--- src/rtl/pcm_dma_pkg.sv ---
package pcm_dma_pkg;

    localparam int ADDR_W  = 24;
    localparam int LEN_W   = 18;
    localparam int FRM_W   = LEN_W - 2;
    localparam int RATE_W  = 14;
    localparam int BDIV_W  = 4;
    localparam int FRAME_W = 32;
    localparam int BIT_IDX_W = $clog2(FRAME_W);

    localparam int STAT_FULL_BIT = 31;
    localparam int STAT_BUSY_BIT = 30;
    localparam int STAT_IRQ_BIT  = 0;

    typedef enum logic [2:0] {
        SEL_ADDR = 3'd0,
        SEL_LEN  = 3'd1,
        SEL_CTRL = 3'd2,
        SEL_STAT = 3'd3,
        SEL_RATE = 3'd4,
        SEL_BDIV = 3'd5
    } reg_sel_e;

    typedef struct packed {
        logic [ADDR_W-1:0] addr;
        logic [FRM_W-1:0]  frames;
    } desc_t;

    function automatic logic [FRM_W-1:0] bytes_to_frames(input logic [LEN_W-1:0] len);
        return len[LEN_W-1:2];
    endfunction

    function automatic logic [ADDR_W-1:0] next_frame_addr(input logic [ADDR_W-1:0] a);
        return a + ADDR_W'(FRAME_W / 8);
    endfunction

endpackage

--- src/rtl/pcm_dma_regs.sv ---
module pcm_dma_regs
    import pcm_dma_pkg::*;
#(
    parameter logic [RATE_W-1:0] RATE_RST = RATE_W'(63),
    parameter logic [BDIV_W-1:0] BDIV_RST = '0
) (
    input  logic              clk,
    input  logic              rst,
    input  logic              reg_we,
    input  logic [2:0]        reg_sel,
    input  logic [31:0]       reg_wdata,
    output logic [31:0]       reg_rdata,
    input  logic              q_full,
    input  logic              q_busy,
    input  logic              irq_pend,
    output logic              commit,
    output desc_t             commit_desc,
    output logic              irq_ack,
    output logic              fetch_en,
    output logic [RATE_W-1:0] rate_div,
    output logic [BDIV_W-1:0] bdiv
);

    reg_sel_e          sel;
    logic [ADDR_W-1:0] staged_addr;
    logic [FRM_W-1:0]  wr_frames;
    logic [31-ADDR_W:0] unused_wdata_hi;

    assign sel             = reg_sel_e'(reg_sel);
    assign unused_wdata_hi = reg_wdata[31:ADDR_W];
    assign wr_frames       = bytes_to_frames(reg_wdata[LEN_W-1:0]);

    assign commit             = reg_we && (sel == SEL_LEN) && (wr_frames != '0);
    assign commit_desc.addr   = staged_addr;
    assign commit_desc.frames = wr_frames;
    assign irq_ack            = reg_we && (sel == SEL_STAT);

    always_ff @(posedge clk) begin
        if (rst) begin
            staged_addr <= '0;
            fetch_en    <= 1'b0;
            rate_div    <= RATE_RST;
            bdiv        <= BDIV_RST;
        end else if (reg_we) begin
            case (sel)
                SEL_ADDR: staged_addr <= {reg_wdata[ADDR_W-1:2], 2'b00};
                SEL_CTRL: fetch_en    <= reg_wdata[0];
                SEL_RATE: rate_div    <= reg_wdata[RATE_W-1:0];
                SEL_BDIV: bdiv        <= reg_wdata[BDIV_W-1:0];
                default: ;
            endcase
        end
    end

    always_comb begin
        reg_rdata = '0;
        case (sel)
            SEL_ADDR: reg_rdata[ADDR_W-1:0] = staged_addr;
            SEL_CTRL: reg_rdata[0]          = fetch_en;
            SEL_STAT: begin
                reg_rdata[STAT_FULL_BIT] = q_full;
                reg_rdata[STAT_BUSY_BIT] = q_busy;
                reg_rdata[STAT_IRQ_BIT]  = irq_pend;
            end
            SEL_RATE: reg_rdata[RATE_W-1:0] = rate_div;
            SEL_BDIV: reg_rdata[BDIV_W-1:0] = bdiv;
            default: ;
        endcase
    end


    ack_reaches_queue_chk: assert property (@(posedge clk) disable iff (rst)
        (reg_we && reg_sel == 3'd3) |-> irq_ack);

endmodule

--- src/rtl/pcm_desc_queue.sv ---
module pcm_desc_queue
    import pcm_dma_pkg::*;
(
    input  logic              clk,
    input  logic              rst,
    input  logic              commit,
    input  desc_t             commit_desc,
    input  logic              fetch_done,
    input  logic              irq_ack,
    output logic              act_valid,
    output logic [ADDR_W-1:0] act_addr,
    output logic              full,
    output logic              busy,
    output logic              irq
);

    desc_t act_q, pend_q, act_n, pend_n;
    logic  act_v_q, pend_v_q, act_v_n, pend_v_n;
    logic  retire, accept, promote;

    assign retire = fetch_done && act_v_q && (act_q.frames == FRM_W'(1));
    assign accept = commit && !(act_v_q && pend_v_q);

    always_comb begin
        act_n    = act_q;
        pend_n   = pend_q;
        act_v_n  = act_v_q;
        pend_v_n = pend_v_q;
        promote  = 1'b0;
        if (fetch_done && act_v_q) begin
            act_n.addr   = next_frame_addr(act_q.addr);
            act_n.frames = act_q.frames - FRM_W'(1);
        end
        if (retire) begin
            if (pend_v_q) begin
                act_n    = pend_q;
                act_v_n  = 1'b1;
                pend_v_n = 1'b0;
                promote  = 1'b1;
            end else begin
                act_v_n = 1'b0;
            end
        end
        if (accept) begin
            if (!act_v_n) begin
                act_n   = commit_desc;
                act_v_n = 1'b1;
            end else begin
                pend_n   = commit_desc;
                pend_v_n = 1'b1;
            end
        end
    end

    always_ff @(posedge clk) begin
        if (rst) begin
            act_q    <= '0;
            pend_q   <= '0;
            act_v_q  <= 1'b0;
            pend_v_q <= 1'b0;
            irq      <= 1'b0;
        end else begin
            act_q    <= act_n;
            pend_q   <= pend_n;
            act_v_q  <= act_v_n;
            pend_v_q <= pend_v_n;
            if (promote)
                irq <= 1'b1;
            else if (irq_ack)
                irq <= 1'b0;
        end
    end

    assign act_valid = act_v_q;
    assign act_addr  = act_q.addr;
    assign full      = act_v_q && pend_v_q;
    assign busy      = act_v_q;


    full_commit_ignored_chk: assert property (@(posedge clk) disable iff (rst)
        (commit && full && !fetch_done) |=> (full && $stable(pend_q.addr) && $stable(pend_q.frames)));


    irq_on_promotion_chk: assert property (@(posedge clk) disable iff (rst)
        $rose(irq) |-> $past(pend_v_q && fetch_done));

endmodule

--- src/rtl/pcm_fetch.sv ---
module pcm_fetch
    import pcm_dma_pkg::*;
(
    input  logic               clk,
    input  logic               rst,
    input  logic               fetch_en,
    input  logic               act_valid,
    input  logic [ADDR_W-1:0]  act_addr,
    input  logic               take,
    output logic               mem_req,
    output logic [ADDR_W-1:0]  mem_addr,
    input  logic               mem_rvalid,
    input  logic [FRAME_W-1:0] mem_rdata,
    output logic               fetch_done,
    output logic               pf_valid,
    output logic [FRAME_W-1:0] pf_data
);

    assign fetch_done = mem_req && mem_rvalid;

    always_ff @(posedge clk) begin
        if (rst) begin
            mem_req  <= 1'b0;
            mem_addr <= '0;
            pf_valid <= 1'b0;
            pf_data  <= '0;
        end else begin
            if (mem_req) begin
                if (mem_rvalid)
                    mem_req <= 1'b0;
            end else if (fetch_en && act_valid && !pf_valid) begin
                mem_req  <= 1'b1;
                mem_addr <= act_addr;
            end
            if (fetch_done) begin
                pf_valid <= 1'b1;
                pf_data  <= mem_rdata;
            end else if (take) begin
                pf_valid <= 1'b0;
            end
        end
    end


    req_held_chk: assert property (@(posedge clk) disable iff (rst)
        (mem_req && !mem_rvalid) |=> (mem_req && $stable(mem_addr)));


    no_req_when_off_chk: assert property (@(posedge clk) disable iff (rst)
        (!fetch_en && !mem_req) |=> !mem_req);

endmodule

--- src/rtl/pcm_serializer.sv ---
module pcm_serializer
    import pcm_dma_pkg::*;
(
    input  logic               clk,
    input  logic               rst,
    input  logic [RATE_W-1:0]  rate_div,
    input  logic [BDIV_W-1:0]  bdiv,
    input  logic               pf_valid,
    input  logic [FRAME_W-1:0] pf_data,
    output logic               tick,
    output logic               dac_bclk,
    output logic               dac_lrck,
    output logic               dac_sdata
);

    logic [RATE_W-1:0]    rate_cnt;
    logic [BDIV_W-1:0]    bclk_cnt;
    logic [BIT_IDX_W-1:0] bit_idx;
    logic [FRAME_W-1:0]   shreg;
    logic                 running;

    assign tick = (rate_cnt >= rate_div);

    always_ff @(posedge clk) begin
        if (rst) begin
            rate_cnt <= '0;
            bclk_cnt <= '0;
            bit_idx  <= '0;
            shreg    <= '0;
            running  <= 1'b0;
            dac_bclk <= 1'b0;
        end else begin
            rate_cnt <= tick ? '0 : rate_cnt + RATE_W'(1);
            if (tick) begin
                shreg    <= pf_valid ? pf_data : '0;
                bit_idx  <= '0;
                bclk_cnt <= '0;
                dac_bclk <= 1'b0;
                running  <= 1'b1;
            end else if (running) begin
                if (bclk_cnt >= bdiv) begin
                    bclk_cnt <= '0;
                    dac_bclk <= ~dac_bclk;
                    if (dac_bclk) begin
                        shreg <= {shreg[FRAME_W-2:0], 1'b0};
                        if (bit_idx == BIT_IDX_W'(FRAME_W - 1))
                            running <= 1'b0;
                        else
                            bit_idx <= bit_idx + BIT_IDX_W'(1);
                    end
                end else begin
                    bclk_cnt <= bclk_cnt + BDIV_W'(1);
                end
            end
        end
    end

    assign dac_lrck  = running ? bit_idx[BIT_IDX_W-1] : 1'b1;
    assign dac_sdata = shreg[FRAME_W-1];


    underrun_silent_chk: assert property (@(posedge clk) disable iff (rst)
        (tick && !pf_valid) |=> (dac_sdata == 1'b0));


    msb_first_chk: assert property (@(posedge clk) disable iff (rst)
        (tick && pf_valid) |=> (dac_sdata == $past(pf_data[FRAME_W-1])));


    frame_start_chk: assert property (@(posedge clk) disable iff (rst)
        tick |=> (!dac_bclk && !dac_lrck));

endmodule

--- src/rtl/pcm_dma_out.sv ---
module pcm_dma_out
    import pcm_dma_pkg::*;
#(
    parameter logic [RATE_W-1:0] RATE_RST = RATE_W'(63),
    parameter logic [BDIV_W-1:0] BDIV_RST = '0
) (
    input  logic               clk,
    input  logic               rst,
    input  logic               reg_we,
    input  logic [2:0]         reg_sel,
    input  logic [31:0]        reg_wdata,
    output logic [31:0]        reg_rdata,
    output logic               mem_req,
    output logic [ADDR_W-1:0]  mem_addr,
    input  logic               mem_rvalid,
    input  logic [FRAME_W-1:0] mem_rdata,
    output logic               irq,
    output logic               dac_bclk,
    output logic               dac_lrck,
    output logic               dac_sdata
);

    desc_t              commit_desc;
    logic               commit, irq_ack, fetch_en;
    logic [RATE_W-1:0]  rate_div;
    logic [BDIV_W-1:0]  bdiv;
    logic               act_valid, q_full, q_busy;
    logic [ADDR_W-1:0]  act_addr;
    logic               fetch_done, pf_valid, tick;
    logic [FRAME_W-1:0] pf_data;

    pcm_dma_regs #(.RATE_RST(RATE_RST), .BDIV_RST(BDIV_RST)) u_regs (
        .clk(clk), .rst(rst), .reg_we(reg_we), .reg_sel(reg_sel),
        .reg_wdata(reg_wdata), .reg_rdata(reg_rdata),
        .q_full(q_full), .q_busy(q_busy), .irq_pend(irq),
        .commit(commit), .commit_desc(commit_desc), .irq_ack(irq_ack),
        .fetch_en(fetch_en), .rate_div(rate_div), .bdiv(bdiv)
    );

    pcm_desc_queue u_queue (
        .clk(clk), .rst(rst), .commit(commit), .commit_desc(commit_desc),
        .fetch_done(fetch_done), .irq_ack(irq_ack),
        .act_valid(act_valid), .act_addr(act_addr),
        .full(q_full), .busy(q_busy), .irq(irq)
    );

    pcm_fetch u_fetch (
        .clk(clk), .rst(rst), .fetch_en(fetch_en), .act_valid(act_valid),
        .act_addr(act_addr), .take(tick), .mem_req(mem_req), .mem_addr(mem_addr),
        .mem_rvalid(mem_rvalid), .mem_rdata(mem_rdata), .fetch_done(fetch_done),
        .pf_valid(pf_valid), .pf_data(pf_data)
    );

    pcm_serializer u_ser (
        .clk(clk), .rst(rst), .rate_div(rate_div), .bdiv(bdiv),
        .pf_valid(pf_valid), .pf_data(pf_data), .tick(tick),
        .dac_bclk(dac_bclk), .dac_lrck(dac_lrck), .dac_sdata(dac_sdata)
    );

endmodule

--- config.mk ---
export PLATFORM = sky130hd
export DESIGN_NAME = pcm_dma_out
export DESIGN_NICKNAME = d
export VERILOG_FILES = /design/src/rtl/pcm_dma_pkg.sv /design/src/rtl/pcm_dma_regs.sv /design/src/rtl/pcm_desc_queue.sv /design/src/rtl/pcm_fetch.sv /design/src/rtl/pcm_serializer.sv /design/src/rtl/pcm_dma_out.sv
export SDC_FILE = /design/constraint.sdc
export NUM_CORES = 1
export LEC_CHECK = 0
export ABC_AREA = 1
export BUFFER_PORTS_ARGS = -buffer_cell sky130_fd_sc_hd__buf_4
export CORE_ASPECT_RATIO = 0.5
export CORE_MARGIN = 3
export CORE_UTILIZATION = 55
export DETAILED_ROUTE_END_ITERATION = 8
export PLACE_DENSITY_LB_ADDON = 0.05
export SETUP_SLACK_MARGIN = 0.3
export SYNTH_ARGS = -nofsm -noshare
export SYNTH_HDL_FRONTEND = slang
export SYNTH_SLANG_ARGS = --single-unit
--- constraint.sdc ---
create_clock -name clk -period 2.6 [get_ports clk]
set_input_delay 0.52 -clock clk [delete_from_list [all_inputs] [get_ports clk]]
set_output_delay 0.52 -clock clk [all_outputs]
set_load 0.005 [all_outputs]
==> results.cfg <==
[grt]
overflow = 0
gr-usage-met3 = 0.0477
antenna_found_initial = 0
top_usage_layer = met2
grt_pass1_vias = 9959
met2_usage = 0.430
grt_pass1_wl_um = 48400
grtUsageMet1 = 0.356
grt_max_degree = 133
grt_usage = 0.258

[clock_tree]
cts_max_level = 1
path_clk_slew_ps = 60
root_buffer = clkbuf_16
clockBufferDepth = 3
numCtsBuffers = 22
clock_latency_ps = 520
tritoncts = done
clock_sinks = 237

[layout]
final_util = 0.662
final_nets = 1836
layout_commonest_cell = nor2_1
fin_area_um2 = 13100
drive_above_1_share = 0.116
layout_common_cells = nor2_1 (322), nand2_1 (261), dfxtp_1 (237)
n_antenna_cell = 0
area_growth_syn_to_layout_pct = 15.8
fin_cells = 2019

[detailed_routing]
ant_nets = 0
firstDrtPassIters = 7
drt-initial-drc-count = 840
viasPerCell = 5.35
routed_wl_um = 29700
drc = 0
vias = 10793
wire_per_inst_um = 14.7

[critical_path]
cp_num_buf_inv = 5
arrival_ps = 1620
critPathMostFrequentCell = buf_4
critPathLaunchType = input pin
crit_path_end_kind = output port
crit_type = in2out
max_stage_delay_ps = 200
path_delay_family = buffers and inverters
cp_data_required_time_ps = 2080
crit_slowest_cell = buf_4
reg2reg_setup_slack_ps = 550
crit_fanout = 10
path_cells = buf_4 > nor2_1 > inv_1 > nor2_1 > buf_4 > nand2_1 > o221ai_1 > nand2_1 > inv_1 > buf_4
setup.worst_path.start = reg_sel[1]
timing.rr.start = u_regs.rate_div[13]$_SDFFE_PP0P_

[synthesis]
synth_seq_area_share = 0.418
synth_xor_area_frac = 0.0147
yosysTopAreaCell = dfxtp_1
synth_edf_count = 0
synthArstFlopShare = 0
netlist_area_um2 = 11400
synth_mux_area_frac = 0
yosys_warnings = 0
synthAdderAreaFrac = 0.0287
synth.avg_cell_area_um2 = 6.84
synth_top_family_by_area = simple AND/OR/NAND/NOR gates
yosysUniqueCellTypes = 40
synth_simple_gate_area_share = 0.289
synth_compound_area_frac = 0.149
netlist.area_leader.share = 0.418
synth_seq_cells = 237
syn_inst = 1660
yosys-top-cells-area = dfxtp_1 (42%), nor2_1 (11%), nand2_1 (8.7%)
synth_flop_cell = dfxtp_1

[power]
p_per_area_nw_per_um2 = 576
vdd_ir_drop_max_v = 0.000384
pwr-share-seq = 0.491
power_frac_comb = 0.059
total_power_mw = 7.57
swShare = 0.227
p_int_mw = 5.85
switching_power_mw = 1.72
p_leak_nw = 5.54
clkPwrFrac = 0.449

[timing]
hold_viol_final = 0
max_freq_ghz = 0.467
rsz0062_at_grt = false
period_needed_ps = 2140
fin_worst_skew_ps = 12.9
slew_headroom = 0.307
setup_tns_ps = 0
tightest_slew_ps = 1040
whs_ps = 256
drv_slew = 0
worst_slack_ps = 460
period_share = 0.823
finalSetupViolations = 0

[floorplan]
die_y_um = 108
die_x_um = 209
die_area_um2 = 22500
core_um2 = 19900
io-pin-count = 132
rows = 36
start_util = 0.571

[hold_path]
hold_start = mem_rdata[20]
min_path_type = in2reg

[place]
port_buffers = 117
place_area_um2 = 12400
placed_cells = 1981
finalWeightedCongestion = 0.903
dp_hpwl_um = 20800
dp_slack_ps = 354

[job]
drv_cap = 0

[run_status]
status = complete, no violations
-- cells by family (layout without fill, tap and decap cells) --
group	after synthesis	after routing
flip-flops	237	237
AO/OA/AOI/OAI	329	329
other	1	6
adder cells (fa/ha/maj)	26	26
buffers and inverters	276	364
AND/OR/NAND/NOR	772	772
XOR/XNOR	19	19
-- worst reg2reg max path: stages, from the launching register on --
cell	delay, ps
dfxtp_1	310
inv_1	70
ha_1	300
nand2_1	70
nor2_1	180
nor3b_1	210
nand2_1	150
nand2_2	160
buf_12	200
nand3_1	130
nand2_1	70
nor2_1	40
nor2_1	90
-- sequential cells by signal (all words and copies together) (netlist names), 16 cells and up --
register,cells
u_queue.pend_q,38
u_fetch.pf_data,32
u_regs.staged_addr,22
u_queue.act_q,16
u_fetch.mem_addr,24
u_ser.shreg,32
u_queue.act_addr,24
-- final timing paths --
kind | endpoint | cells past startpoint
worst max-delay path | reg_rdata[3] | 10
worst min-delay path | u_fetch.pf_data[20]$_SDFFE_PP0P_ | 3
worst max register to register | u_ser.shreg[8]$_SDFFE_PP0P_ | 12
worst min register to register | u_queue.pend_q[18]$_SDFFE_PP0P_ | 2
-- metal layers --
metal | wire length, um | vias up
li1 | - | 5497
met1 | 14000 | 4954
met2 | 13500 | 299
met3 | 1790 | 43
met4 | 405 | 0
met5 | 0 | -
-- area by class of cell --
type / count / area [um^2]
clock buffers: 31 / 636
multi-input cells: 1152 / 5500
inverters: 183 / 689
fillers: 1775 / 6720
repair buffers: 143 / 1130
well taps: 266 / 333
flip-flops and latches: 237 / 4740
clock inverters: 7 / 115
-- synth_stat cells, types with 5 or more instances --
cell / n
nor2_2: 5
nor2_1: 323
buf_2: 13
xor2_1: 14
nor2_4: 5
a21oi_1: 121
nor3_1: 17
o21ai_1: 15
nand2_1: 262
buf_4: 10
ha_1: 26
dfxtp_1: 237
nand4_1: 48
nor3b_1: 6
clkbuf_1: 62
buf_6: 6
nand3_1: 93
inv_1: 179
xnor2_1: 5
o211ai_1: 6
o21ai_0: 174
-- what timing repair did --
item / 4_1_cts / 5_1_grt
gates resized for setup: 0 / 5
buffers inserted: 0 / 0
hold buffers: 0 / 0
endpoints found under the setup margin: 0 / 27
-- power by group through the flow --
stage                     clock [mW]  combinational (mW)  sequential, mW
after CTS                       3.46               0.447            3.72
final                           3.40               0.449            3.72
after detailed placement           0               0.442            3.80
after global placement             0               0.431            3.80
after floorplan                    0               0.276            3.79
after global routing            3.60               0.510            3.73
No activity file was read; power rests on OpenSTA's default activity.
